`src/rtl/adcseq_pkg.sv`:
```
package adcseq_pkg;

   localparam logic [1:0] CLKSRC_RC = 2'b11;

   typedef enum logic [1:0] {
      PH_IDLE   = 2'd0,
      PH_HOLD   = 2'd1,
      PH_SAMPLE = 2'd2,
      PH_DECIDE = 2'd3
   } adc_phase_e;

endpackage

```
`src/rtl/adcseq_ctrl.sv`:
```
module adcseq_ctrl
   import adcseq_pkg::*;
#(
   parameter int unsigned START_DLY_CLKS = 4
) (
   input  logic       clk,
   input  logic       rst_n,
   input  logic       go_set,
   input  logic       enable,
   input  logic [1:0] clk_sel,
   input  logic       sleep_enter,
   input  logic       conv_tick,
   input  logic       sar_last,
   output logic       busy,
   output logic       accept,
   output logic       abort,
   output logic       load_first,
   output logic       decide,
   output logic       done
);

   localparam bit HAS_HOLD = (START_DLY_CLKS > 0);
   localparam int unsigned CW = (START_DLY_CLKS > 1) ? $clog2(START_DLY_CLKS) : 1;

   adc_phase_e ph_q, ph_d;
   logic       rc_now;
   logic       hold_done;

   assign rc_now     = (clk_sel == CLKSRC_RC);
   assign busy       = (ph_q != PH_IDLE);
   assign abort      = sleep_enter && busy && !rc_now;
   assign accept     = go_set && enable && !busy && !(sleep_enter && !rc_now);
   assign load_first = (ph_q == PH_SAMPLE) && conv_tick && !abort;
   assign decide     = (ph_q == PH_DECIDE) && conv_tick && !abort;
   assign done       = decide && sar_last;

   generate
      if (HAS_HOLD) begin : g_hold
         logic [CW-1:0] cnt_q;
         always_ff @(posedge clk or negedge rst_n) begin
            if (!rst_n)
               cnt_q <= '0;
            else if (accept)
               cnt_q <= CW'(START_DLY_CLKS - 1);
            else if (ph_q == PH_HOLD && cnt_q != '0)
               cnt_q <= cnt_q - 1'b1;
         end
         assign hold_done = (cnt_q == '0);
      end else begin : g_nohold
         assign hold_done = 1'b1;
      end
   endgenerate

   always_comb begin
      ph_d = ph_q;
      unique case (ph_q)
         PH_IDLE:   if (accept) ph_d = (rc_now && HAS_HOLD) ? PH_HOLD : PH_SAMPLE;
         PH_HOLD:   if (hold_done) ph_d = PH_SAMPLE;
         PH_SAMPLE: if (load_first) ph_d = PH_DECIDE;
         PH_DECIDE: if (done) ph_d = PH_IDLE;
         default:   ph_d = PH_IDLE;
      endcase
      if (abort) ph_d = PH_IDLE;
   end

   always_ff @(posedge clk or negedge rst_n) begin
      if (!rst_n) ph_q <= PH_IDLE;
      else        ph_q <= ph_d;
   end

   p_done_idle_r7: assert property (@(posedge clk) disable iff (!rst_n)
      done |=> !busy);

   p_abort_idle_r8: assert property (@(posedge clk) disable iff (!rst_n)
      (sleep_enter && busy && clk_sel != CLKSRC_RC) |=> !busy);

   p_go_gated_r3: assert property (@(posedge clk) disable iff (!rst_n)
      (go_set && !enable && !busy) |=> !busy);

   p_rc_wait_r5: assert property (@(posedge clk) disable iff (!rst_n)
      (HAS_HOLD && accept && clk_sel == CLKSRC_RC) |=> (ph_q == PH_HOLD));

   p_abort_wins_r11: assert property (@(posedge clk) disable iff (!rst_n)
      (sleep_enter && clk_sel != CLKSRC_RC && ph_q == PH_DECIDE) |-> !done);

endmodule

```
`src/rtl/adcseq_sar.sv`:
```
module adcseq_sar #(
   parameter int unsigned RES_BITS = 8
) (
   input  logic                clk,
   input  logic                rst_n,
   input  logic                por_n,
   input  logic                load_first,
   input  logic                decide,
   input  logic                clear,
   input  logic                cmp_in,
   output logic [RES_BITS-1:0] trial,
   output logic [RES_BITS-1:0] result,
   output logic                last
);

   localparam logic [RES_BITS-1:0] MSB_ONLY = {1'b1, {(RES_BITS-1){1'b0}}};

   logic [RES_BITS-1:0] trial_q, mask_q, kept;

   assign kept  = cmp_in ? trial_q : (trial_q & ~mask_q);
   assign trial = trial_q;
   assign last  = mask_q[0];

   always_ff @(posedge clk or negedge rst_n) begin
      if (!rst_n) begin
         trial_q <= '0;
         mask_q  <= '0;
      end else if (clear) begin
         trial_q <= '0;
         mask_q  <= '0;
      end else if (load_first) begin
         trial_q <= MSB_ONLY;
         mask_q  <= MSB_ONLY;
      end else if (decide) begin
         if (mask_q[0]) begin
            trial_q <= '0;
            mask_q  <= '0;
         end else begin
            trial_q <= kept | (mask_q >> 1);
            mask_q  <= mask_q >> 1;
         end
      end
   end

   always_ff @(posedge clk or negedge por_n) begin
      if (!por_n)
         result <= '0;
      else if (decide && mask_q[0])
         result <= kept;
   end

   p_mask_onehot_r6: assert property (@(posedge clk) disable iff (!rst_n)
      $onehot0(mask_q));

   p_result_hold_r2: assert property (@(posedge clk) disable iff (!por_n)
      !(decide && last) |=> $stable(result));

   p_first_trial_r4: assert property (@(posedge clk) disable iff (!rst_n)
      (load_first && !clear) |=> (trial == MSB_ONLY));

endmodule

```
`src/rtl/adcseq_power.sv`:
```
module adcseq_power
   import adcseq_pkg::*;
(
   input  logic       clk,
   input  logic       rst_n,
   input  logic       enable,
   input  logic [1:0] clk_sel,
   input  logic       sleep_enter,
   input  logic       sleep_exit,
   input  logic       irq_en,
   input  logic       irq_clr,
   input  logic       accept,
   input  logic       done,
   output logic       irq_flag,
   output logic       wake_req,
   output logic       conv_powered
);

   logic asleep_q, off_q, off_set, off_clr;

   assign off_set = (sleep_enter && clk_sel != CLKSRC_RC) ||
                    (done && asleep_q && !irq_en);
   assign off_clr = !enable || sleep_exit || accept;

   always_ff @(posedge clk or negedge rst_n) begin
      if (!rst_n) begin
         asleep_q <= 1'b0;
         off_q    <= 1'b0;
         irq_flag <= 1'b0;
      end else begin
         if (sleep_enter)     asleep_q <= 1'b1;
         else if (sleep_exit) asleep_q <= 1'b0;

         if (off_set)      off_q <= 1'b1;
         else if (off_clr) off_q <= 1'b0;

         if (done)         irq_flag <= 1'b1;
         else if (irq_clr) irq_flag <= 1'b0;
      end
   end

   assign wake_req     = irq_flag && irq_en && asleep_q;
   assign conv_powered = enable && !off_q;

   p_irq_on_done_r7: assert property (@(posedge clk) disable iff (!rst_n)
      done |=> irq_flag);

   p_wake_r9: assert property (@(posedge clk) disable iff (!rst_n)
      (done && asleep_q && irq_en && !sleep_exit) |=> wake_req);

   p_sleep_off_r10: assert property (@(posedge clk) disable iff (!rst_n)
      (done && asleep_q && !irq_en) |=> !conv_powered);

   p_abort_off_r8: assert property (@(posedge clk) disable iff (!rst_n)
      (sleep_enter && clk_sel != CLKSRC_RC) |=> !conv_powered);

   p_wake_gone_r9: assert property (@(posedge clk) disable iff (!rst_n)
      (sleep_exit && !sleep_enter) |=> !wake_req);

endmodule

```
`src/rtl/adc_sleep_seq.sv`:
```
module adc_sleep_seq #(
   parameter int unsigned RES_BITS       = 8,
   parameter int unsigned START_DLY_CLKS = 4
) (
   input  logic                clk,
   input  logic                rst_n,
   input  logic                por_n,
   input  logic                enable,
   input  logic                go_set,
   input  logic [1:0]          clk_sel,
   input  logic                sleep_enter,
   input  logic                sleep_exit,
   input  logic                irq_en,
   input  logic                irq_clr,
   input  logic                conv_tick,
   input  logic                cmp_in,
   output logic [RES_BITS-1:0] dac_code,
   output logic                busy,
   output logic [RES_BITS-1:0] result,
   output logic                irq_flag,
   output logic                wake_req,
   output logic                conv_powered
);

   generate
      if (RES_BITS < 2 || RES_BITS > 16) begin : g_bad_res
         $error("adc_sleep_seq: RES_BITS must lie in 2..16");
      end
      if (START_DLY_CLKS > 1024) begin : g_bad_dly
         $error("adc_sleep_seq: START_DLY_CLKS too large");
      end
   endgenerate

   logic accept, abort, load_first, decide, done, sar_last;

   adcseq_ctrl #(
      .START_DLY_CLKS(START_DLY_CLKS)
   ) u_ctrl (
      .clk        (clk),
      .rst_n      (rst_n),
      .go_set     (go_set),
      .enable     (enable),
      .clk_sel    (clk_sel),
      .sleep_enter(sleep_enter),
      .conv_tick  (conv_tick),
      .sar_last   (sar_last),
      .busy       (busy),
      .accept     (accept),
      .abort      (abort),
      .load_first (load_first),
      .decide     (decide),
      .done       (done)
   );

   adcseq_sar #(
      .RES_BITS(RES_BITS)
   ) u_sar (
      .clk       (clk),
      .rst_n     (rst_n),
      .por_n     (por_n),
      .load_first(load_first),
      .decide    (decide),
      .clear     (abort),
      .cmp_in    (cmp_in),
      .trial     (dac_code),
      .result    (result),
      .last      (sar_last)
   );

   adcseq_power u_power (
      .clk         (clk),
      .rst_n       (rst_n),
      .enable      (enable),
      .clk_sel     (clk_sel),
      .sleep_enter (sleep_enter),
      .sleep_exit  (sleep_exit),
      .irq_en      (irq_en),
      .irq_clr     (irq_clr),
      .accept      (accept),
      .done        (done),
      .irq_flag    (irq_flag),
      .wake_req    (wake_req),
      .conv_powered(conv_powered)
   );

endmodule

```
`config.mk`:
```
export PLATFORM = sky130hd
export DESIGN_NAME = adc_sleep_seq
export DESIGN_NICKNAME = d
export VERILOG_FILES = /design/src/rtl/adcseq_pkg.sv /design/src/rtl/adcseq_ctrl.sv /design/src/rtl/adcseq_sar.sv /design/src/rtl/adcseq_power.sv /design/src/rtl/adc_sleep_seq.sv
export SDC_FILE = /design/constraint.sdc
export NUM_CORES = 1
export LEC_CHECK = 0
export ABC_AREA = 1
export BUFFER_PORTS_ARGS = -buffer_cell sky130_fd_sc_hd__buf_2
export CAP_MARGIN = 20
export CORE_MARGIN = 1
export CORE_UTILIZATION = 45
export DETAILED_ROUTE_END_ITERATION = 6
export GPL_TIMING_DRIVEN = 0
export HOLD_SLACK_MARGIN = 0.05
export PLACE_DENSITY = 0.63
export SLEW_MARGIN = 20
export SYNTH_ARGS = -nofsm -noshare
export SYNTH_HDL_FRONTEND = slang
export SYNTH_SLANG_ARGS = --single-unit
```
`constraint.sdc`:
```
create_clock -name clk -period 2.1 [get_ports clk]
set_clock_uncertainty 0.2 [all_clocks]
set_input_delay 0.21 -clock clk [delete_from_list [all_inputs] [get_ports clk]]
set_output_delay 0.21 -clock clk [all_outputs]
set_load 0.01 [all_outputs]
```
==> results.yml, run 1 <==
status:
  status: "finished clean"
cts:
  cts_setup_buffers: 0
  cts_buffers: 5
  htree_levels: 2
  clkTransAtPathRegs_ns: 0.08
  clk_latency_ns: 0.33
  cts_root_buf: "clkbuf_4"
  clockBufferDepth: 2
  cts_sinks: 31
  cts_tree: "yes"
power:
  p_switching_mw: 0.639
  pwr-share-seq_pct: 39.7
  pwr-share-clk_pct: 26.5
  powerDensity_mw_per_mm2: 887
  peakVddDrop_v: 0.000535
  p_leak_nw: 1.09
  switching_share_pct: 35.2
  p_comb_share_pct: 33.8
  power.internal_mw: 1.18
timing:
  fin_hold_ws_ns: 0.0657
  fmax_mhz: 562
  worst_pin_slew_ns: 0.509
  final.period_utilization_pct: 84.7
  setup_viol: 0
  finalHoldViolCount: 0
  rsz0062_at_grt: "false"
  tns_ns: 0
  period_minus_slack_ns: 1.78
  slew_viol_final: 0
  slew_headroom_pct: 66.0
synthesis:
  synth.net_count: 195
  synth.cell_area_mm2: 0.00165
  syn_avg_cell_area_um2: 9.30
  synth_seq_cells: 31
  yosysUniqueCellTypes: 28
  postSynthCellCount: 177
  seq_area_frac_synth_pct: 47.1
  yosysWarnings: 0
finish:
  final_common_cell: "nand2_1"
  drive_above_1_share_pct: 29.5
  area_growth_pct: 24.5
  diodes: 0
  mostFrequentLayoutCells: "nand2_1 (38), buf_2 (32), inv_1 (31), dfrtp_1 (31), o21ai_0 (11)"
  fillCellCount: 308
  post-route-util_pct: 60.0
  multiInputGateArea_um2: 719
  stdcell_area_mm2: 0.00205
  fin_nets: 244
  final-seq-area_um2: 776
setup_path:
  critPathLaunch: "u_ctrl.ph_q[0]"
  cp.arrival_ns: 1.37
  regToRegSetupSlack_ns: 0.35
  end_kind: "output port"
  path_max_fanout: 4
  rr_endpoint: "u_ctrl.ph_q[1]"
  crit_required_ns: 1.69
  reg2reg_from: "u_ctrl.ph_q[0]"
  critPathCapture: "busy"
  crit_type: "reg2out"
  cp-start-kind: "flip-flop"
  r2r_cells: 8
die:
  start_util_pct: 48.2
  ios: 33
  rows: 21
  die_y_um: 62.5
  die_x_um: 62.5
  core_area_mm2: 0.00342
  die_area_mm2: 0.00391
route:
  antenna_left: 0
  drt-total-wl_um: 3260
  viasPerCell: 4.88
  drt_iter0_drc: 54
  drt_first_pass_iters: 4
  drc: 0
  vias: 1333
  post_drt_wl_per_cell_um: 11.9
run:
  maxCapViolations: 0
placement:
  gp_congestion: 0.743
  post_dp_cell_area_mm2: 0.00186
  port_buffers: 32
  hpwl_um: 2500
grt:
  grt_max_degree: 24
  track_usage_pct: 20.1
  grt_pass1_vias: 1416
  grt_pass1_wl_um: 6160
  antenna_found_initial: 0
  overflow: 0
worst_hold_path:
  hold_class: "in2reg"
  min_delay_path_depth: 5
-- registers in the layout, indices dropped and copies added (netlist names) --
name and count:
u_power.off_q 1, u_ctrl.g_hold.cnt_q 2, u_sar.mask_q 8, u_power.asleep_q 1, u_sar.result 8, u_ctrl.ph_q 2
u_sar.trial 8, u_power.irq_flag 1
-- Yosys cell counts --
library cell	number	area share [%]
nand3_4	1	1.1
o21ai_2	2	1.1
a21oi_1	7	2.1
nand2_1	38	8.7
nor2_8	2	2.4
dfrtp_1	31	47
nor2_2	1	0.38
buf_6	1	0.68
nand3_1	10	3.0
inv_2	2	0.46
nor3_1	1	0.30
inv_6	1	0.53
o211ai_2	1	0.76
o22ai_2	8	6.1
a31oi_1	1	0.38
nand4_1	2	0.76
nand2_2	3	1.1
o2111ai_1	1	0.53
nand2_8	3	3.6
o211ai_1	1	0.46
nor2_4	1	0.68
a21boi_0	1	0.46
nor2_1	8	1.8
o21ai_0	11	3.3
ha_1	5	3.8
inv_1	31	7.1
buf_4	1	0.46
o22ai_1	2	0.76
-- metrics by stage --
step | power [mW] | setup WS [ns] | cells
CTS | 1.83 | 0.311 | 273
global placement | 1.31 | 0.410 | 255
finish | 1.82 | 0.320 | 273
floorplan | 1.18 | 0.514 | 177
global route | 1.96 | 0.203 | 273
detailed placement | 1.33 | 0.364 | 255
-- power groups by stage --
stage | clock network (mW) | logic [mW] | registers [mW]
6_report | 0.482 | 0.614 | 0.722
5_1_grt | 0.526 | 0.698 | 0.734
4_1_cts | 0.492 | 0.621 | 0.721
3_5_place_dp | 0 | 0.603 | 0.732
3_3_place_gp | 0 | 0.585 | 0.729
2_1_floorplan | 0 | 0.450 | 0.730
-- layout make-up --
class                      instances  area share (%)
timing repair buffer              42            12.7
sequential                        31            37.8
clock inverter                     2            1.71
multi-input combinational        110            35.1
clock buffer                       6            2.50
inverter                          34            6.47
buffer                             2           0.915
tap                               46            2.81
-- timing repair --
item / CTS / global route
hold endpoints to repair: 36 / 0
gates resized for setup: 0 / 0
hold buffers: 10 / 0
-- routing by layer --
metal  GRT usage [%]  part of all wire (%)  up-vias
li1                -                     -      671
met1            25.7                    46      621
met2            32.9                    46       33
met3            3.83                   4.9        8
met4            9.30                   2.3        0
met5               0                     0        -
-- how the worst min path moves through the flow --
stage | start | to | slack (ns)
floorplan | rst_n | u_ctrl.g_hold.cnt_q[0] | -0.29
global placement | por_n | u_sar.result[1] | -0.15
detailed placement | por_n | u_sar.result[6] | -0.14
CTS | go_set | u_ctrl.g_hold.cnt_q[1] | 0.06
global route | go_set | u_ctrl.g_hold.cnt_q[1] | 0.07
finish | go_set | u_ctrl.g_hold.cnt_q[1] | 0.07
-- kinds of logic (layout without fill, tap and decap cells) --
family,Yosys count,count (layout),share of synthesized area [%]
and+or+nand+nor,70,70,23.9
buffers and inverters,36,86,9.19
AOI/OAI and AO/OA,35,35,16.0
DFF,31,31,47.1
adders and majority gates,5,5,3.80
-- critical path, cell delays in order (launching register included) --
cell and delay (ns):
dfrtp_1 0.42, inv_1 0.10, ha_1 0.25, inv_1 0.11, buf_2 0.15
Power figures use the tool's default switching activity.
==> run 2, diff against run 1 <==
- ABC_AREA: 1 -> 0
- PLACE_DENSITY: 0.63 -> 0.64
- clock period: 2.1 -> 1.8 ns (I/O delays scaled with it)
==> run 2 against run 1 <==
Against the previous run:
- combinational power grew 49%
- die area shrank 7.8%
- critical endpoint unchanged
- final area grew 1.8%
- clock-buffer cell count is the same
==> results.yml, run 2 <==
grt:
  grt_pass1_vias: 1164
  grt_pass1_wl_um: 5180
  overflow: 0
  track_usage_pct: 19.8
  grt_max_degree: 24
  antenna_found_initial: 0
synthesis:
  synthArstFlopShare_pct: 100
  seq_area_frac_synth_pct: 51.2
  synth.net_count: 181
  synth_top_area_cell: "dfrtp_1"
  yosysUniqueCellTypes: 33
  postSynthCellCount: 163
  synth.top_cells.by_area: "dfrtp_1 (51%), nand2_1 (7.4%), a21oi_1 (7.3%)"
  synthFlopType: "dfrtp_1"
  syn_avg_cell_area_um2: 9.29
  synth.cell_area_mm2: 0.00151
  synth_seq_cells: 31
  synth.most_common_cell: "dfrtp_1"
  synth-edff-count: 0
  synth_common_cells: "dfrtp_1 (31), nand2_1 (30), a21oi_1 (22)"
  synth_top_area_share_pct: 51.2
  yosysWarnings: 0
finish:
  stdcell_area_mm2: 0.00209
  fin_cells: 266
  fillCellCount: 255
  mostFrequentLayoutCells: "buf_2 (32), nand2_1 (30), dfrtp_1 (29)"
  post-route-util_pct: 66.8
  fin_nets: 239
  area_growth_pct: 37.9
  diodes: 0
  final_common_cell: "buf_2"
  drive_above_1_share_pct: 31.5
die:
  core_area_mm2: 0.00313
  ios: 33
  die_x_um: 60
  rows: 20
  die_y_um: 60
  start_util_pct: 48.4
  die_area_mm2: 0.00360
timing:
  finalHoldViolCount: 0
  worst_pin_slew_ns: 0.507
  rsz0062_at_grt: "true"
  slew_headroom_pct: 66.2
  final.period_utilization_pct: 98.2
  tns_ns: 0
  period_minus_slack_ns: 1.77
  fmax_mhz: 566
  slew_viol_final: 0
  setup_viol: 0
setup_path:
  cp.arrival_ns: 1.39
  cp_slowest_cell: "dfrtp_2"
  end_kind: "output port"
  critPathMaxStageDelay_ns: 0.47
  path_max_fanout: 7
  cp.buffers_inverters: 4
  crit_required_ns: 1.42
  critPathTopFamily: "flip-flops"
  crit_type: "reg2out"
  crit_path_cell_trace: "inv_2 -> ha_1 -> buf_6 -> inv_1 -> buf_2"
  cp-start-kind: "flip-flop"
power:
  p_leak_nw: 0.989
  powerDensity_mw_per_mm2: 1110
  peakVddDrop_v: 0.000773
cts:
  cts_tree: "yes"
  cts_root_buf: "clkbuf_4"
  cts_sinks: 31
  cts_buffers: 5
  clockBufferDepth: 2
  clkTransAtPathRegs_ns: 0.09
  clk_latency_ns: 0.31
  htree_levels: 2
route:
  vias: 1355
  antenna_left: 0
  drt_iter0_drc: 101
  post_drt_wl_per_cell_um: 12.6
  viasPerCell: 5.09
  drt_first_pass_iters: 4
  drt-total-wl_um: 3360
  drc: 0
placement:
  gp_congestion: 0.789
  port_buffers: 32
  hpwl_um: 2310
  post_dp_cell_area_mm2: 0.00173
  dp.cells: 239
run:
  maxCapViolations: 0
worst_hold_path:
  hold_class: "in2reg"
status:
  status: "finished clean"
==> run 2: changes by cell type in the layout (fill, tap and decap cells not counted), moves of 4 or more <==
cell and delta:
nand2_1 -8, a21oi_1 +13, nand3_1 -9, o21ai_0 +10, inv_1 -17, o21ai_1 +4, buf_4 +6, o22ai_2 -8
nor2_1 -7
==> run 2: routing by layer <==
metal,part of all wire [%],global-route usage (%)
met3,6.0,5.41
met1,47,26.5
met4,0.72,6.31
met2,46,31.3
met5,0,0
==> run 2: tightest hold or removal path: stages <==
cell     delay (ns)
buf_2          0.11
nand2_1        0.07
nand2_1        0.05
o21ai_0        0.07
mux2_4         0.14
==> run 2: worst paths after layout <==
kind,from,to,slack [ns],depth (start not counted)
min in group asynchronous,rst_n,u_power.asleep_q,0.15,2
setup / recovery,u_ctrl.ph_q[1],busy,0.03,5
hold reg to reg,u_sar.result[2],u_sar.result[2],0.29,2
hold / removal,clk_sel[1],u_ctrl.ph_q[1],0.14,5
setup reg to reg,u_ctrl.ph_q[0],u_sar.trial[1],0.05,7
max in group asynchronous,por_n,u_sar.result[6],0.55,3
==> run 2: metrics by stage <==
stage          setup WS, ns  hold slack [ns]  power (mW)
2_1_floorplan        0.0408           -0.316        1.30
3_3_place_gp         -0.113           -0.179        1.46
3_5_place_dp         -0.136           -0.178        1.48
4_1_cts             0.00395            0.118        2.12
5_1_grt             -0.0450            0.141        2.47
6_report             0.0323            0.138        2.33
==> run 2: report_power, final <==
part,switching (mW),internal [mW]
Combinational,0.466,0.451
Clock,0.229,0.328
Sequential,0.0793,0.775
==> run 2: kinds of logic after synthesis <==
kind of cell	Yosys count	share of synthesized area, %
mux	2	1.74
xor+xnor	1	0.579
fa+ha+maj	5	4.13
flops	31	51.2
buf+inv	20	5.45
compound gates	61	23.2
simple gates	43	13.6
==> run 2: final cells by class <==
class                   instances  area, µm²  area share (%)
flip-flops and latches         31        778            37.3
multi-input cells             112        738            35.4
repair buffers                 51        333            15.9
inverters                      16       60.1            2.88
well taps                      44       55.1            2.64
clock buffers                   6       51.3            2.46
plain buffers                   4       37.5            1.80
clock inverters                 2       35.0            1.68
==> run 2: what timing repair did <==
| item | 4_1_cts | 5_1_grt |
|---|---|---|
| buffers inserted | 0 | 7 |
| hold buffers | 12 | 0 |
| resized for setup | 6 | 17 |
| gates cloned | 0 | 0 |
| endpoints found under the setup margin | 15 | 26 |
| hold endpoints to repair | 38 | 0 |
| pin swaps | 0 | 4 |
